**config.mk**
```make
export PLATFORM = sky130hd
export DESIGN_NAME = irq_pend_bank
export DESIGN_NICKNAME = d
export VERILOG_FILES = /design/src/rtl/irq_pend_pkg.sv /design/src/rtl/irq_access_filter.sv /design/src/rtl/irq_state_cell.sv /design/src/rtl/irq_pend_bank.sv
export SDC_FILE = /design/constraint.sdc
export NUM_CORES = 1
export LEC_CHECK = 0
export ABC_AREA = 1
export BUFFER_PORTS_ARGS = -buffer_cell sky130_fd_sc_hd__buf_2
export CAP_MARGIN = 20
export CORE_ASPECT_RATIO = 2
export CORE_MARGIN = 1.5
export CORE_UTILIZATION = 40
export CTS_CLUSTER_DIAMETER = 150
export DETAILED_ROUTE_END_ITERATION = 8
export GPL_TIMING_DRIVEN = 0
export PLACE_DENSITY = 0.66
export SETUP_SLACK_MARGIN = 0.2
export SYNTH_ARGS = -nofsm -noshare
export SYNTH_HDL_FRONTEND = slang
export SYNTH_SLANG_ARGS = --single-unit
```
**constraint.sdc**
```tcl
create_clock -name clk -period 3.1 [get_ports clk]
set_clock_uncertainty 0.2 [all_clocks]
set_input_delay 0.62 -clock clk [delete_from_list [all_inputs] [get_ports clk]]
set_output_delay 0.62 -clock clk [all_outputs]
set_load 0.005 [all_outputs]
```
**src/rtl/irq_pend_pkg.sv**
```systemverilog
package irq_pend_pkg;

  // A bit is visible to an access only if its interrupt exists, is routed
  // for its security state, and is not hidden from a Non-secure access.
  function automatic logic bit_open(input logic impl, input logic secure,
                                    input logic route_s, input logic route_ns,
                                    input logic ns_acc, input logic sec_off);
    logic routed;
    routed = secure ? route_s : route_ns;
    return impl & routed & ~(ns_acc & ~sec_off & secure);
  endfunction

  // Register group that holds interrupt idx.
  function automatic int irq_group(input int idx, input int reg_w);
    return idx / reg_w;
  endfunction

endpackage

```
**src/rtl/irq_access_filter.sv**
```systemverilog
module irq_access_filter
  import irq_pend_pkg::*;
#(
  parameter int NUM_IRQ   = 64,
  parameter int REG_W     = 32,
  parameter int FIRST_REG = 1,
  parameter int ADDR_W    = 4
) (
  input  logic [NUM_IRQ-1:0] cfg_secure,
  input  logic [NUM_IRQ-1:0] cfg_impl,
  input  logic               sec_disable,
  input  logic               route_s_en,
  input  logic               route_ns_en,
  input  logic [ADDR_W-1:0]  bus_word,
  input  logic               bus_wr,
  input  logic               bus_set,
  input  logic               bus_ns,
  input  logic [REG_W-1:0]   bus_wdata,
  output logic               word_ok,
  output logic [NUM_IRQ-1:0] allow,
  output logic [NUM_IRQ-1:0] set_req,
  output logic [NUM_IRQ-1:0] clr_req
);
  localparam int NUM_REGS = NUM_IRQ / REG_W;

  int word_idx;
  assign word_idx = int'(bus_word) - FIRST_REG;
  assign word_ok  = (word_idx >= 0) && (word_idx < NUM_REGS);

  for (genvar i = 0; i < NUM_IRQ; i++) begin : g_bit
    localparam int GRP = irq_group(i, REG_W);
    localparam int POS = i % REG_W;
    logic hit;
    assign allow[i]   = bit_open(cfg_impl[i], cfg_secure[i], route_s_en,
                                 route_ns_en, bus_ns, sec_disable);
    assign hit        = bus_wr && word_ok && (word_idx == GRP) && bus_wdata[POS];
    assign set_req[i] = hit && bus_set;
    assign clr_req[i] = hit && !bus_set;
  end

endmodule

```
**src/rtl/irq_state_cell.sv**
```systemverilog
module irq_state_cell (
  input  logic clk,
  input  logic rst_n,
  input  logic line,
  input  logic is_level,
  input  logic allow,
  input  logic set_req,
  input  logic clr_req,
  input  logic ack_req,
  input  logic deact_req,
  output logic pend_eff,
  output logic active_q
);
  logic line_q;
  logic pend_q;
  logic rise, set_ok, clr_ok, ack_ok, deact_ok;

  assign rise     = line && !line_q && !is_level;
  assign set_ok   = set_req && allow;
  assign clr_ok   = clr_req && allow;
  assign pend_eff = pend_q || (is_level && line);
  assign ack_ok   = ack_req && pend_eff && !active_q;
  assign deact_ok = deact_req && active_q;

  always_ff @(posedge clk or negedge rst_n) begin
    if (!rst_n) begin
      line_q   <= 1'b0;
      pend_q   <= 1'b0;
      active_q <= 1'b0;
    end else begin
      line_q <= line;
      if (set_ok || rise)        pend_q <= 1'b1;
      else if (clr_ok || ack_ok) pend_q <= 1'b0;
      if (ack_ok)                active_q <= 1'b1;
      else if (deact_ok)         active_q <= 1'b0;
    end
  end


  set_wins_chk: assert property (@(posedge clk) disable iff (!rst_n)
    (set_ok || rise) |=> pend_q);


  clr_drop_chk: assert property (@(posedge clk) disable iff (!rst_n)
    (clr_ok && !set_ok && !rise) |=> !pend_q);


  blocked_hold_chk: assert property (@(posedge clk) disable iff (!rst_n)
    (clr_req && !allow && !rise && !ack_ok) |=> (pend_q == $past(pend_q)));


  ack_active_chk: assert property (@(posedge clk) disable iff (!rst_n)
    (ack_ok && !set_ok && !rise) |=> (active_q && !pend_q));

endmodule

```
**src/rtl/irq_pend_bank.sv**
```systemverilog
module irq_pend_bank #(
  parameter int NUM_IRQ   = 64,
  parameter int REG_W     = 32,
  parameter int FIRST_REG = 1,
  parameter int ADDR_W    = 4,
  parameter int IDW       = $clog2(NUM_IRQ)
) (
  input  logic               clk,
  input  logic               rst_n,
  input  logic [NUM_IRQ-1:0] irq_line,
  input  logic [NUM_IRQ-1:0] cfg_level,
  input  logic [NUM_IRQ-1:0] cfg_secure,
  input  logic [NUM_IRQ-1:0] cfg_impl,
  input  logic               sec_disable,
  input  logic               route_s_en,
  input  logic               route_ns_en,
  input  logic [ADDR_W-1:0]  bus_word,
  input  logic               bus_wr,
  input  logic               bus_set,
  input  logic               bus_ns,
  input  logic [REG_W-1:0]   bus_wdata,
  output logic [REG_W-1:0]   bus_rdata,
  input  logic               ack_valid,
  input  logic [IDW-1:0]     ack_id,
  input  logic               deact_valid,
  input  logic [IDW-1:0]     deact_id,
  output logic [NUM_IRQ-1:0] pending,
  output logic [NUM_IRQ-1:0] active
);
  localparam int NUM_REGS = NUM_IRQ / REG_W;

  logic               word_ok;
  logic [NUM_IRQ-1:0] allow, set_req, clr_req, ack_req, deact_req, visible;

  irq_access_filter #(
    .NUM_IRQ(NUM_IRQ), .REG_W(REG_W), .FIRST_REG(FIRST_REG), .ADDR_W(ADDR_W)
  ) u_filter (
    .cfg_secure(cfg_secure), .cfg_impl(cfg_impl), .sec_disable(sec_disable),
    .route_s_en(route_s_en), .route_ns_en(route_ns_en),
    .bus_word(bus_word), .bus_wr(bus_wr), .bus_set(bus_set), .bus_ns(bus_ns),
    .bus_wdata(bus_wdata), .word_ok(word_ok), .allow(allow),
    .set_req(set_req), .clr_req(clr_req)
  );

  for (genvar i = 0; i < NUM_IRQ; i++) begin : g_irq
    assign ack_req[i]   = ack_valid   && (ack_id   == IDW'(i));
    assign deact_req[i] = deact_valid && (deact_id == IDW'(i));
    irq_state_cell u_cell (
      .clk(clk), .rst_n(rst_n), .line(irq_line[i]), .is_level(cfg_level[i]),
      .allow(allow[i]), .set_req(set_req[i]), .clr_req(clr_req[i]),
      .ack_req(ack_req[i]), .deact_req(deact_req[i]),
      .pend_eff(pending[i]), .active_q(active[i])
    );
  end

  assign visible = pending & allow;

  always_comb begin
    bus_rdata = '0;
    for (int k = 0; k < NUM_REGS; k++) begin
      if (word_ok && (int'(bus_word) == FIRST_REG + k))
        bus_rdata = visible[k*REG_W +: REG_W];
    end
  end

  logic in_window;
  assign in_window = (int'(bus_word) >= FIRST_REG) &&
                     (int'(bus_word) <  FIRST_REG + NUM_REGS);


  oob_raz_chk: assert property (@(posedge clk) disable iff (!rst_n)
    !in_window |-> (bus_rdata == '0));

endmodule

```
==> results.py <==
metrics = {
    "global_routing": {
        "antenna_found_initial": 10,
        "grt_pass1_wl_mm": 106,
        "grt_max_degree": 107,
        "track_usage": 0.412,
        "overflow": 0,
        "grt_pass1_vias": 16700,
    },
    "synth": {
        "synth_simple_gate_area_share": 0.411,
        "yosys-top-cells-area": "dfrtp_1, nand2_1, buf_4, inv_1, nand4_1",
        "ys_async_sr_fraction": 1.00,
        "synth-xor-area-share": 0,
        "ys_types": 28,
        "synthFlopType": "dfrtp_1",
        "seq_area_frac_synth": 0.340,
        "synthAdderAreaFrac": 0.00443,
        "synth_seq_cells": 192,
        "synthMuxAreaShare": 0,
        "synth_top_family_by_area": "simple AND/OR/NAND/NOR gates",
        "syn_area_um2": 14100,
        "synth_area_leader_cell": "dfrtp_1",
        "yosys_warnings": 0,
        "netlist.area_leader.share": 0.340,
        "synth_compound_area_frac": 0.0720,
        "synth_nets": 2447,
        "synth_edf_count": 0,
        "syn_area_per_cell_um2": 6.63,
        "netlist_instances": 2128,
    },
    "setup_path": {
        "cp.required_ps": 2280,
        "path_cells": "buf_8 > inv_6 > buf_4 > ha_1 > clkbuf_1 > nand4_1 > nand2_2 > buf_2",
        "crit_fanout": 10,
        "slowest_stage": "clkbuf_1",
        "end_kind": "primary output",
        "arrival_ps": 2280,
        "worstSetupPathType": "input pin to primary output",
        "startpoint_type": "input pin",
        "max_stage_delay_ps": 620,
    },
    "power_and_ir_drop": {
        "leakage_uw": 0.00979,
        "switchingPower_uw": 2580,
        "pwr-share-seq": 0.389,
        "p_per_area_nw_per_um2": 418,
        "intPower_uw": 5010,
        "power_frac_comb": 0.284,
        "p_clk_frac": 0.327,
        "ir_worst_vdd_mv": 0.423,
        "swShare": 0.340,
    },
    "die": {
        "dieArea_um2": 36500,
        "pin_count": 474,
        "die_w_um": 136,
        "initial_utilization": 0.404,
        "core_area_um2": 35000,
        "num_rows": 97,
        "die_h_um": 269,
    },
    "clocking": {
        "clk_latency_ps": 480,
        "clockBufferDepth": 2,
        "numCtsBuffers": 17,
        "cts_num_sinks": 192,
        "cts.htree.levels": 4,
        "path_clk_slew_ps": 80,
        "cts_root_buf": "clkbuf_16",
        "cts_tree": "done",
    },
    "route": {
        "dr.pass1.iters": 9,
        "first_iter_violations": 1770,
        "wire_per_inst_um": 24.7,
        "drt_wl_total_mm": 76.6,
        "vias_per_cell": 5.64,
        "vias": 17500,
        "drc_errors": 0,
        "ant_nets": 0,
    },
    "run": {
        "cap_violations": 0,
    },
    "finish": {
        "syn2layout_area_growth_pct": 28.6,
        "nets": 2956,
        "drive_above_1_share": 0.295,
        "fillers": 3649,
        "fin_util": 0.519,
    },
    "timing": {
        "finalCriticalPeriod_ps": 3100,
        "setup_ws_ps": -1.07,
        "final.period_utilization": 1.00,
        "setup_viol": 1,
        "rsz0062_at_grt": "true",
        "timing.fmax_mhz": 322,
        "tightest_slew_ps": 1280,
        "finalHoldViolCount": 0,
        "finalMaxSlewViolations": 0,
        "relSlewSlack": 0.147,
    },
    "placement": {
        "io_buffers": 470,
        "hpwl_mm": 57.6,
        "preCtsSetupSlack_ps": -358,
        "gp_congestion": 0.985,
    },
    "outcome": {
        "status": "complete, but fails checks",
        "violations": "negative setup slack",
    },
    "hold_path": {
        "hold_class": "input pin to register",
    },
}
## power by group through the flow
stage               Clock, uW  Combinational (uW)  Sequential (uW)
floorplan                   0                1060             2920
global placement            0                2010             2980
detailed placement          0                2050             2990
CTS                      2470                2100             2940
global route             2560                2310             2980
finish                   2480                2160             2950
## cells in the final DEF, fill, tap and decap left out, types with 4 or more instances in the layout
cell / count
nand2_1: 518
buf_2: 482
inv_1: 270
nor2_1: 261
dfrtp_1: 192
nand3_1: 190
nand4_1: 161
buf_4: 149
a21oi_1: 64
or3b_2: 64
o21ai_0: 64
clkbuf_1: 27
nor3_1: 27
a21boi_0: 22
clkbuf_16: 17
and2_1: 16
clkbuf_2: 15
buf_1: 13
diode_2: 11
nand2_2: 9
a22o_1: 9
buf_8: 8
nor4_1: 8
a31oi_1: 7
buf_12: 6
o21a_1: 5
clkbuf_4: 4
ha_1: 4
clkinv_4: 4
buf_16: 4
## logic make-up (layout without fill, tap and decap cells)
group                    count (synthesis)  after routing
other                                    0             11
AND/OR/NAND/NOR                       1259           1259
AO/OA/AOI/OAI                          177            177
flip-flops                             192            192
buffers and inverters                  495           1017
adder cells (fa/ha/maj)                  5              5
## stage by stage
stage	area (um^2)	setup TNS, ps	cells	hold slack, ps	total power, uW
3_3_place_gp	17000	-453450	3043	291	4990
6_report	18100	-1.07	3106	66.8	7590
2_1_floorplan	14100	0	2128	124	3980
3_5_place_dp	17100	-8550	3046	309	5040
5_1_grt	18100	0	3104	66.3	7850
4_1_cts	18100	0	3092	61.2	7510
## cell type report
class                           instances  area [um^2]  share of cell area
Multi-Input combinational cell       1441         6920               0.381
Clock buffer                           22          474              0.0261
Clock inverter                         10          150             0.00827
Timing Repair Buffer                  490         2680               0.148
Antenna cell                           11         27.5             0.00152
Sequential cell                       192         4800               0.265
Inverter                              275         1040              0.0576
Buffer                                220         1490              0.0823
Tap cell                              445          557              0.0307
## synthesized netlist by cell type (all sizes together), types with 16 or more instances
library cell,count
nand3,190
o21ai,65
nand2,527
inv,275
and2,16
nand4,161
buf,177
nor2,263
clkbuf,43
a21boi,22
nor3,28
a21oi,64
or3b,64
dfrtp,192
## layer usage
| metal | track usage | up-vias | wire length [um] |
|---|---|---|---|
| met5 | 0 | - | 9 |
| met4 | 0.328 | 2 | 6900 |
| met3 | 0.0775 | 323 | 6520 |
| met2 | 0.697 | 1176 | 37100 |
| met1 | 0.447 | 8198 | 26100 |
| li1 | - | 7808 | - |
## timing repair
item                                   4_1_cts  5_1_grt
hold buffers                                 1        0
pin swaps                                   12       10
gates cloned                                 3        0
resized for setup                           66       25
buffers inserted                            10        1
endpoints found under the hold margin       20        0
setup endpoints to repair                   32       32
## flip-flops by register name (all words and copies together) (netlist names)
register,count
g_irq.u_cell.pend_q,64
g_irq.u_cell.active_q,64
g_irq.u_cell.line_q,64
## worst max-delay path: cells and delay by family
| family | cells | cell delay, ps |
|---|---|---|
| fa+ha+maj | 1 | 240 |
| buf+inv | 5 | 1010 |
| simple gates | 2 | 400 |
## path summary, 6_finish.rpt
kind	from	to	slack, ps	depth (start not counted)
min in group asynchronous	rst_n	g_irq[49].u_cell.line_q$_DFF_PN0_	530	2
hold reg to reg	g_irq[47].u_cell.active_q$_DFFE_PN0P_	g_irq[47].u_cell.active_q$_DFFE_PN0P_	330	1
setup reg to reg	g_irq[12].u_cell.pend_q$_DFFE_PN0P_	g_irq[12].u_cell.pend_q$_DFFE_PN0P_	1650	5
max in group asynchronous	rst_n	g_irq[39].u_cell.active_q$_DFFE_PN0P_	1060	3
setup / recovery	bus_word[1]	bus_rdata[30]	-1	8
hold / removal	irq_line[33]	g_irq[33].u_cell.line_q$_DFF_PN0_	70	1
No activity file was read; power rests on OpenSTA's default activity.
